==> config.mk <==
export PLATFORM = sky130hd
export DESIGN_NAME = adc_lane_serializer
export DESIGN_NICKNAME = d
export VERILOG_FILES = /design/src/rtl/lane_ser_pkg.sv /design/src/rtl/ls_rst_sync.sv /design/src/rtl/ls_formatter.sv /design/src/rtl/ls_frame_seq.sv /design/src/rtl/ls_lane_shift.sv /design/src/rtl/adc_lane_serializer.sv
export SDC_FILE = /design/constraint.sdc
export NUM_CORES = 1
export LEC_CHECK = 0
export ABC_CLOCK_PERIOD_IN_PS = 4500
export CAP_MARGIN = 10
export CELL_PAD_IN_SITES_DETAIL_PLACEMENT = 1
export CELL_PAD_IN_SITES_GLOBAL_PLACEMENT = 1
export CORE_MARGIN = 2
export CORE_UTILIZATION = 40
export DETAILED_ROUTE_END_ITERATION = 8
export PLACE_DENSITY = 0.84
export RECOVER_POWER = 25
export SYNTH_ARGS = -nofsm -noshare
export SYNTH_HDL_FRONTEND = slang
export SYNTH_HIERARCHICAL = 1
export SYNTH_SLANG_ARGS = --single-unit
export TNS_END_PERCENT = 10
==> constraint.sdc <==
create_clock -name clk_bit -period 4.5 [get_ports clk_bit]
set_input_delay 1.125 -clock clk_bit [delete_from_list [all_inputs] [get_ports clk_bit]]
set_output_delay 1.125 -clock clk_bit [all_outputs]
set_load 0.03 [all_outputs]
==> src/rtl/lane_ser_pkg.sv <==
`timescale 1ns/1ps
package lane_ser_pkg;

  // Lane arrangement codes as seen on the lane_mode input
  typedef enum logic [1:0] {
    LM_DUAL   = 2'b00,   // each word split across both lanes
    LM_SINGLE = 2'b01,   // one lane per channel
    LM_HALF   = 2'b10,   // both channels in turn on lane 0
    LM_SPARE  = 2'b11    // treated as LM_SINGLE
  } lane_mode_e;

  // Output width codes; the all-zero code is the native width
  typedef enum logic [1:0] {
    RS_NATIVE = 2'b00,   // raw width
    RS_M4     = 2'b01,   // raw width minus 4
    RS_M2     = 2'b10,   // raw width minus 2
    RS_P2     = 2'b11    // raw width plus 2 (full filtered word)
  } res_sel_e;

  function automatic lane_mode_e norm_mode(input lane_mode_e m);
    return (m == LM_SPARE) ? LM_SINGLE : m;
  endfunction

endpackage

==> src/rtl/ls_rst_sync.sv <==
`timescale 1ns/1ps
module ls_rst_sync #(
  parameter int STAGES = 2
) (
  input  logic clk,
  input  logic arst_n,
  output logic srst_n
);
  logic [STAGES-1:0] sync_q;
  logic [STAGES-1:0] sync_d;

  always_comb begin
    sync_d = {sync_q[STAGES-2:0], 1'b1};
  end

  always_ff @(posedge clk or negedge arst_n) begin
    if (!arst_n) sync_q <= '0;
    else         sync_q <= sync_d;
  end

  assign srst_n = sync_q[STAGES-1];
endmodule

==> src/rtl/ls_formatter.sv <==
`timescale 1ns/1ps
module ls_formatter
  import lane_ser_pkg::*;
#(
  parameter int RAW_W  = 18,
  parameter int WORD_W = RAW_W + 2
) (
  input  logic [WORD_W-1:0] smp,
  input  logic              filtered,
  input  res_sel_e          res,
  output logic [WORD_W-1:0] word_msb   // selected word, left-aligned, zeros below
);
  localparam int PAD_W    = WORD_W - RAW_W;
  localparam int DROP_M4  = WORD_W - (RAW_W - 4);
  localparam int DROP_M2  = WORD_W - (RAW_W - 2);
  localparam int DROP_NAT = WORD_W - RAW_W;

  logic [WORD_W-1:0] ext;

  // raw samples are padded below, filtered words pass whole
  always_comb begin
    ext = filtered ? smp : {smp[RAW_W-1:0], {PAD_W{1'b0}}};
    unique case (res)
      RS_M4:     word_msb = (ext >> DROP_M4)  << DROP_M4;
      RS_M2:     word_msb = (ext >> DROP_M2)  << DROP_M2;
      RS_NATIVE: word_msb = (ext >> DROP_NAT) << DROP_NAT;
      default:   word_msb = ext;
    endcase
  end
endmodule

==> src/rtl/ls_frame_seq.sv <==
`timescale 1ns/1ps
module ls_frame_seq
  import lane_ser_pkg::*;
#(
  parameter int RAW_W  = 18,
  parameter int WORD_W = RAW_W + 2,
  parameter int CNT_W  = $clog2(2 * WORD_W + 1)
) (
  input  logic             clk,
  input  logic             rst_n,
  input  lane_mode_e       mode_in,
  input  res_sel_e         res_in,
  output logic             running,
  output logic             load,
  output logic             phase,     // 0: first half of frame, 1: second half
  output logic [CNT_W-1:0] cnt,
  output logic [CNT_W-1:0] len,
  output lane_mode_e       mode,
  output res_sel_e         res
);
  logic             loaded_q, loaded_d;
  logic [CNT_W-1:0] cnt_q, cnt_d;
  lane_mode_e       mode_q, mode_d;
  res_sel_e         res_q, res_d;
  logic [CNT_W-1:0] bits;

  function automatic logic [CNT_W-1:0] res_bits(input res_sel_e r);
    unique case (r)
      RS_M4:     return CNT_W'(RAW_W - 4);
      RS_M2:     return CNT_W'(RAW_W - 2);
      RS_NATIVE: return CNT_W'(RAW_W);
      default:   return CNT_W'(RAW_W + 2);
    endcase
  endfunction

  // Next-state logic: R7 back-to-back frames, R8 settings taken only at load
  always_comb begin
    bits     = res_bits(res_q);
    len      = (mode_q == LM_HALF) ? CNT_W'(bits << 1) : bits;
    load     = !loaded_q || (cnt_q == len - CNT_W'(1));
    phase    = cnt_q >= (len >> 1);
    loaded_d = 1'b1;
    cnt_d    = load ? '0 : cnt_q + CNT_W'(1);
    mode_d   = load ? norm_mode(mode_in) : mode_q;
    res_d    = load ? res_in : res_q;
  end

  always_ff @(posedge clk or negedge rst_n) begin
    if (!rst_n) begin
      loaded_q <= 1'b0;
      cnt_q    <= '0;
      mode_q   <= LM_SINGLE;
      res_q    <= RS_NATIVE;
    end else begin
      loaded_q <= loaded_d;
      cnt_q    <= cnt_d;
      mode_q   <= mode_d;
      res_q    <= res_d;
    end
  end

  assign running = loaded_q;
  assign cnt     = cnt_q;
  assign mode    = mode_q;
  assign res     = res_q;
endmodule

==> src/rtl/ls_lane_shift.sv <==
`timescale 1ns/1ps
module ls_lane_shift
  import lane_ser_pkg::*;
#(
  parameter int RAW_W  = 18,
  parameter int WORD_W = RAW_W + 2
) (
  input  logic              clk,
  input  logic              rst_n,
  input  logic              running,
  input  logic              load,
  input  logic              phase,
  input  lane_mode_e        mode,
  input  res_sel_e          res,
  input  logic [WORD_W-1:0] word_a,
  input  logic [WORD_W-1:0] word_b,
  output logic              lane0,
  output logic              lane1,
  output logic              fclk
);
  // Lane 1 tap: first bit of the lower half of a left-aligned word
  localparam int TAP_M4  = WORD_W - 1 - (RAW_W - 4) / 2;
  localparam int TAP_M2  = WORD_W - 1 - (RAW_W - 2) / 2;
  localparam int TAP_NAT = WORD_W - 1 - RAW_W / 2;
  localparam int TAP_P2  = WORD_W - 1 - (RAW_W + 2) / 2;

  logic [WORD_W-1:0] sa_q, sa_d, sb_q, sb_d, cur;
  logic              shift_a, shift_b, en_a, en_b;
  logic              low_tap, b0_d, b1_d, fc_d;
  logic              b0_q, b1_q, fc_q;

  always_comb begin
    shift_a = running && ((mode == LM_SINGLE) || !phase);
    shift_b = running && ((mode == LM_SINGLE) || phase);
    en_a    = load || shift_a;
    en_b    = load || shift_b;
    sa_d    = load ? word_a : (sa_q << 1);
    sb_d    = load ? word_b : (sb_q << 1);
    cur     = phase ? sb_q : sa_q;

    unique case (res)
      RS_M4:     low_tap = cur[TAP_M4];
      RS_M2:     low_tap = cur[TAP_M2];
      RS_NATIVE: low_tap = cur[TAP_NAT];
      default:   low_tap = cur[TAP_P2];
    endcase

    unique case (mode)
      LM_DUAL: begin
        b0_d = cur[WORD_W-1];
        b1_d = low_tap;
      end
      LM_HALF: begin
        b0_d = cur[WORD_W-1];
        b1_d = 1'b0;
      end
      default: begin
        b0_d = sa_q[WORD_W-1];
        b1_d = sb_q[WORD_W-1];
      end
    endcase

    b0_d = b0_d && running;
    b1_d = b1_d && running;
    fc_d = running && !phase;
  end

  always_ff @(posedge clk or negedge rst_n) begin
    if (!rst_n) begin
      sa_q <= '0;
      sb_q <= '0;
    end else begin
      if (en_a) sa_q <= sa_d;
      if (en_b) sb_q <= sb_d;
    end
  end

  always_ff @(posedge clk or negedge rst_n) begin
    if (!rst_n) begin
      b0_q <= 1'b0;
      b1_q <= 1'b0;
      fc_q <= 1'b0;
    end else begin
      b0_q <= b0_d;
      b1_q <= b1_d;
      fc_q <= fc_d;
    end
  end

  assign lane0 = b0_q;
  assign lane1 = b1_q;
  assign fclk  = fc_q;
endmodule

==> src/rtl/adc_lane_serializer.sv <==
`timescale 1ns/1ps
module adc_lane_serializer
  import lane_ser_pkg::*;
#(
  parameter int RAW_W   = 18,
  parameter int WORD_W  = RAW_W + 2,
  parameter int SYNC_ST = 2
) (
  input  logic              clk_bit,
  input  logic              arst_n,
  input  logic [WORD_W-1:0] smp_a,
  input  logic [WORD_W-1:0] smp_b,
  input  logic              filt_a,
  input  logic              filt_b,
  input  logic [1:0]        res_sel,
  input  logic [1:0]        lane_mode,
  output logic              lane0,
  output logic              lane1,
  output logic              fclk
);
  localparam int NUM_CH = 2;
  localparam int CNT_W  = $clog2(2 * WORD_W + 1);

  logic                           core_rst_n;
  logic [NUM_CH-1:0][WORD_W-1:0]  smp_v, word_v;
  logic [NUM_CH-1:0]              filt_v;
  logic                           running, load, phase;
  logic [CNT_W-1:0]               frame_cnt, frame_len;
  lane_mode_e                     cfg_mode;
  res_sel_e                       cfg_res;

  assign smp_v  = {smp_b, smp_a};
  assign filt_v = {filt_b, filt_a};

  ls_rst_sync #(.STAGES(SYNC_ST)) u_rst (
    .clk    (clk_bit),
    .arst_n (arst_n),
    .srst_n (core_rst_n)
  );

  ls_frame_seq #(.RAW_W(RAW_W), .WORD_W(WORD_W), .CNT_W(CNT_W)) u_seq (
    .clk     (clk_bit),
    .rst_n   (core_rst_n),
    .mode_in (lane_mode_e'(lane_mode)),
    .res_in  (res_sel_e'(res_sel)),
    .running (running),
    .load    (load),
    .phase   (phase),
    .cnt     (frame_cnt),
    .len     (frame_len),
    .mode    (cfg_mode),
    .res     (cfg_res)
  );

  // Formatting follows the input width code so a word and its layout are
  // taken at the same edge
  for (genvar c = 0; c < NUM_CH; c++) begin : g_fmt
    ls_formatter #(.RAW_W(RAW_W), .WORD_W(WORD_W)) u_fmt (
      .smp      (smp_v[c]),
      .filtered (filt_v[c]),
      .res      (res_sel_e'(res_sel)),
      .word_msb (word_v[c])
    );
  end

  ls_lane_shift #(.RAW_W(RAW_W), .WORD_W(WORD_W)) u_shift (
    .clk     (clk_bit),
    .rst_n   (core_rst_n),
    .running (running),
    .load    (load),
    .phase   (phase),
    .mode    (cfg_mode),
    .res     (cfg_res),
    .word_a  (word_v[0]),
    .word_b  (word_v[1]),
    .lane0   (lane0),
    .lane1   (lane1),
    .fclk    (fclk)
  );
endmodule

# Word-level counts from Yosys, hierarchy flattened
# Cells that the tools add are included.
dict set report word_totals {
  ff_bits 56
  out_inout_bits 3
}
dict set report classes {
  reduce_logical 16
  muxes 14
  n_addsub 2
  order_cmp 1
  n_eq_ne 8
}
# operator n
set op_table {}
lappend op_table {{two-way mux 20 bit} 5}
lappend op_table {{one-hot mux 6 bit (3 select lines)} 2}
lappend op_table {{one-hot mux 5 bit (3 select lines)} 1}
lappend op_table {{two-way mux 6 bit} 2}
lappend op_table {{equality test 2 bit (second input constant)} 4}
lappend op_table {{adder 6 x 1 -> 6 bit (second input constant)} 1}
lappend op_table {{equality test 2 x 1 -> 1 bit (second input constant)} 3}
lappend op_table {{equality test 6 bit} 1}
lappend op_table {{greater-or-equal comparator 6 x 5 -> 1 bit} 1}
lappend op_table {{logical NOT 2 bit} 3}
lappend op_table {{subtractor 6 x 1 -> 6 bit (second input constant)} 1}
lappend op_table {{logical AND 1 bit} 5}
lappend op_table {{logical OR 1 bit} 5}
lappend op_table {{one-hot mux 1 bit (3 select lines)} 1}
lappend op_table {{logical NOT 1 bit} 2}
lappend op_table {{two-way mux 2 bit} 1}
lappend op_table {{one-hot mux 1 bit (2 select lines)} 1}
lappend op_table {{OR reduction 2 bit} 1}
lappend op_table {{two-way mux 1 bit} 1}

# Longest topological paths before layout
dict set report depth {
  ltp_word 8
  ltp_mapped 15
  mapped_depth_nobuf 14
}

# Cells and area by module
# Netlist, hierarchy kept.
# mod cells_per_inst seq_area_each_um2 n_inst area_each_um2
set by_module_without_submodules {}
lappend by_module_without_submodules {ls_lane_shift 193 1076.0 1 2034.5}
lappend by_module_without_submodules {ls_frame_seq 81 276.5 1 829.5}
lappend by_module_without_submodules {ls_formatter 28 0.0 2 320.3}
lappend by_module_without_submodules {ls_rst_sync 3 50.0 1 53.8}

# Worst setup path before layout
# Ideal clock, no wire load.
dict set report synth_timing {
  kind {register to register}
  start {register u_seq.res_q[0] (netlist: u_seq/res[0])}
  end {register u_shift.sa_q[19]}
  path_slack_ps 1356
  synth_period_minus_slack_ps 3144
  required_time_ps 4368
  setup_ps 132
  path_stages_with_launch 16
  t_arrival_ps 3012
  path_buffers 1
  path_cell_list {dfrtp_1 inv_1 ha_1 o21ai_0 inv_1 ha_1 nand2b_1 a21o_1 a21o_1 a21o_1 a211o_1 inv_2 o21a_1 buf_6 mux2i_1 o21ai_1}
}
dict set report synth_via {
  elab_chain_len 8
  elab_cells_between_ends 14
}
# element line
set synth_rtl {}
lappend synth_rtl {{start: declaration} ls_frame_seq.sv:24} ;# res_sel_e res_q, res_d;
lappend synth_rtl {{start signal: assignment} ls_frame_seq.sv:58} ;# res_q <= res_d;
lappend synth_rtl {{equality test 2 bit, or another cell as far along} ls_frame_seq.sv:28} ;# unique case (r)
lappend synth_rtl {{one-hot mux 5 bit (3 select lines) *} ls_frame_seq.sv:28}
lappend synth_rtl {{two-way mux 6 bit *} ls_frame_seq.sv:39} ;# len = (mode_q == LM_HALF) ? CNT_W'(bits << 1) : bits;
lappend synth_rtl {{net frame_len[1]} adc_lane_serializer.sv:28} ;# logic [CNT_W-1:0] frame_cnt, frame_len;
lappend synth_rtl {{greater-or-equal comparator 6 x 5 -> 1 bit *} ls_frame_seq.sv:41} ;# phase = cnt_q >= (len >> 1);
lappend synth_rtl {{net phase} adc_lane_serializer.sv:27} ;# logic running, load, phase;
lappend synth_rtl {{logical NOT 1 bit *} ls_lane_shift.sv:33} ;# shift_a = running && ((mode == LM_SINGLE) || !phase);
lappend synth_rtl {{logical OR 1 bit *} ls_lane_shift.sv:33}
lappend synth_rtl {{logical AND 1 bit *} ls_lane_shift.sv:33}
lappend synth_rtl {{logical OR 1 bit *} ls_lane_shift.sv:35} ;# en_a = load || shift_a;
lappend synth_rtl {{end signal: assignment} ls_lane_shift.sv:70} ;# sa_q <= '0;
lappend synth_rtl {{end signal: assignment} ls_lane_shift.sv:73} ;# if (en_a) sa_q <= sa_d;
lappend synth_rtl {{end: declaration} ls_lane_shift.sv:27} ;# logic [WORD_W-1:0] sa_q, sa_d, sb_q, sb_d, cur;
# Mark *: on every way through the listed nets, which the timed path passes. The rest lies on a longest branch.
# A chain may end at the register's enable or synchronous reset.

# Final worst setup path
dict set report layout_timing {
  start {register u_seq.res_q[0] (netlist: u_seq/res[0])}
  end {register u_shift.sa_q[5]}
}
# Same word-level chain as after synthesis.

==> impl_metrics.tcl <==
set metrics [dict create \
    layout-drive-gt1-share_pct 13.33 \
    min_period_ns 3.758 \
    cap_violations 1 \
    drt_iter0_drc 156 \
    slew_headroom_pct -92.20 \
    ir_worst_vdd_mv 0.1488 \
    start_util_pct 40.99 \
    clock_path_buffers 2 \
    finalSetupTns_ns 0 \
    grt_pass1_wl_mm 13.50 \
    globalRoute.totalOverflow 0 \
    finish.instance_area_um2 4194 \
    critPathArrivalTime_ns 3.96 \
    startpoint "u_seq/res[0]" \
    hp-class "reg -> reg" \
    layout_setup_ws_ns 0.7420 \
    hold_viol 0 \
    r2r_end "u_shift/sa_q[5]" \
    cts_root_buffer "clkbuf_8" \
    slew_viol_final 55 \
    cts_resized 0 \
    gp_congestion 0.7856 \
    buffer_ports.inserted 50 \
    area_delta_synth_final_pct 18.49 \
    hpwl_mm 6.014 \
    post_cts_buffers 0 \
    die_h_um 98.07 \
    outcome "complete, but fails checks" \
    worstSetupEndpoint "u_shift/sa_q[5]" \
    drt_wl_total_mm 7.954 \
    skew_ns 0.004605 \
    fmax_mhz 266.1 \
    antenna_cells 0 \
    end_kind "flip-flop" \
    violations "capacitance limit, slew limit" \
    path_common_cell "a21o_1" \
    slowest_stage "dfrtp_1" \
    vias 2547 \
    r2r_setup_slack_ns 0.74 \
    setup_violations 0 \
    grt_pass1_vias 2774 \
    dp_worst_setup_slack_ns 0.7477 \
    syn_area_um2 3540 \
    final_nets 434 \
    htree_levels 2 \
    via_per_inst 5.273 \
    rsz0062_at_grt "no" \
    clock_latency_ns 0.32 \
    cts_made_buffers 5 \
    cts_hold_buf 0 \
    seq_area_um2 1404 \
    cts.sinks 56 \
    worst_pin_slew_ns 2.883 \
    n_fill_cell 953 \
    period_share_pct 83.51 \
    leakagePower_uw 0.002018 \
    synthCells 329 \
    postLayoutCoreUtil_pct 48.57 \
    multi_input_area_um2 1977 \
    clkTransAtPathRegs_ns 0.10 \
    crit_required_ns 4.70 \
    startpoint_type "flip-flop" \
    critPathBufInv 4 \
    drtPass1Iterations 4 \
    grt_start_max_net_pins 55 \
    grt_usage_pct 17.50 \
    drc 0 \
    reg2reg_depth 15 \
    place_area_um2 4108 \
    drtAntennaViolNets 0 \
    synth_warnings 6 \
    path_delay_family "compound AO/OA/AOI/OAI gates" \
    critical_path_depth 15 \
    die_w_um 98.07 \
    io_pins 51 \
    wl_per_cell_um 16.47 \
    synth_nets 389 \
    avgSynthCellArea_um2 10.76 \
    critPathMaxFanout 20 \
    cellPowerDensity_nw_per_um2 310.9 \
    die-area_um2 9618 \
    rows 34 \
    power_uw 1304 \
    cts_tree "done" \
    core-area_um2 8636 \
    reg2reg_from "u_seq/res[0]" \
    critPathMaxStageDelay_ns 0.59 \
    path_cells "inv_1 > ha_1 > o21ai_0 > inv_1 > ha_1 > nand2b_1 > a21o_1 > a21o_1 > a21o_1 > a211o_1 > inv_2 > o21a_1 > buf_4 > mux2i_1 > o21ai_1" \
    path_class "reg -> reg" \
    antenna_found_initial 0 \
]
## stage by stage
stage                     cells  hold slack (ns)
after detailed placement    475           0.3433
after CTS                   483           0.3648
final                       483           0.3623
after global placement      475           0.3399
after global routing        483           0.3775
after floorplan             329           0.3312
## worst register-to-register path: cells and delay by family (launching register included)
family	cells	cell delay, ns
and+or+nand+nor	1	0.15
buffers and inverters	4	0.65
AOI/OAI and AO/OA	7	1.49
DFF	1	0.59
adders and majority gates	2	0.49
muxes	1	0.27
## state kept, by name (all words and copies together), names as in the netlist
signal / flops
u_shift/sa_q: 20
u_shift/sb_q: 20
u_seq/cnt: 6
u_rst/sync_q: 2
u_seq/mode: 2
u_seq/res: 2
u_seq/running: 1
u_shift/fclk: 1
u_shift/lane0: 1
u_shift/lane1: 1
## power by group
| part | leakage [µW] | switching, µW | total (µW) | internal [µW] |
|---|---|---|---|---|
| Clock | 0.0000455 | 162 | 288 | 126 |
| Combinational | 0.00127 | 186 | 390 | 204 |
| Sequential | 0.000698 | 55.8 | 625 | 570 |
| Total | 0.00202 | 404 | 1300 | 900 |
## cells in the final DEF (no fill, tap or decap), drive strengths merged, types with 6 or more instances in the layout
| master | instances |
|---|---|
| inv | 9 |
| clkbuf | 9 |
| dfrtp | 55 |
| mux2i | 47 |
| nor2 | 16 |
| ha | 12 |
| clkdlybuf4s50 | 50 |
| xor2 | 7 |
| nand2 | 43 |
| xnor2 | 6 |
| o21ai | 43 |
| mux2 | 33 |
## layer usage
metal,up-vias,share of wire [%],global-route usage [%]
li1,1226,-,-
met1,1284,45,21.78
met2,31,52,31.51
met3,6,2.4,3.364
met4,0,1.0,3.846
met5,-,0,0
## worst min-delay path by stage
| stage | cells past startpoint | start | to |
|---|---|---|---|
| final | 0 | u_rst/sync_q[0] | u_rst/sync_q[1] |
| after global routing | 0 | u_rst/sync_q[0] | u_rst/sync_q[1] |
| after CTS | 0 | u_rst/sync_q[0] | u_rst/sync_q[1] |
| after detailed placement | 0 | u_rst/sync_q[0] | u_rst/sync_q[1] |
| after global placement | 0 | u_rst/sync_q[0] | u_rst/sync_q[1] |
| after floorplan | 0 | u_rst/sync_q[0] | u_rst/sync_q[1] |
## cell type report
| class | count | area share (%) |
|---|---|---|
| well taps | 108 | 3.222 |
| clock buffers | 8 | 2.148 |
| repair buffers | 56 | 13.22 |
| multi-input cells | 246 | 47.14 |
| flip-flops and latches | 56 | 33.47 |
| inverters | 9 | 0.8055 |
Note: power is estimated with default switching activity, not from simulation.
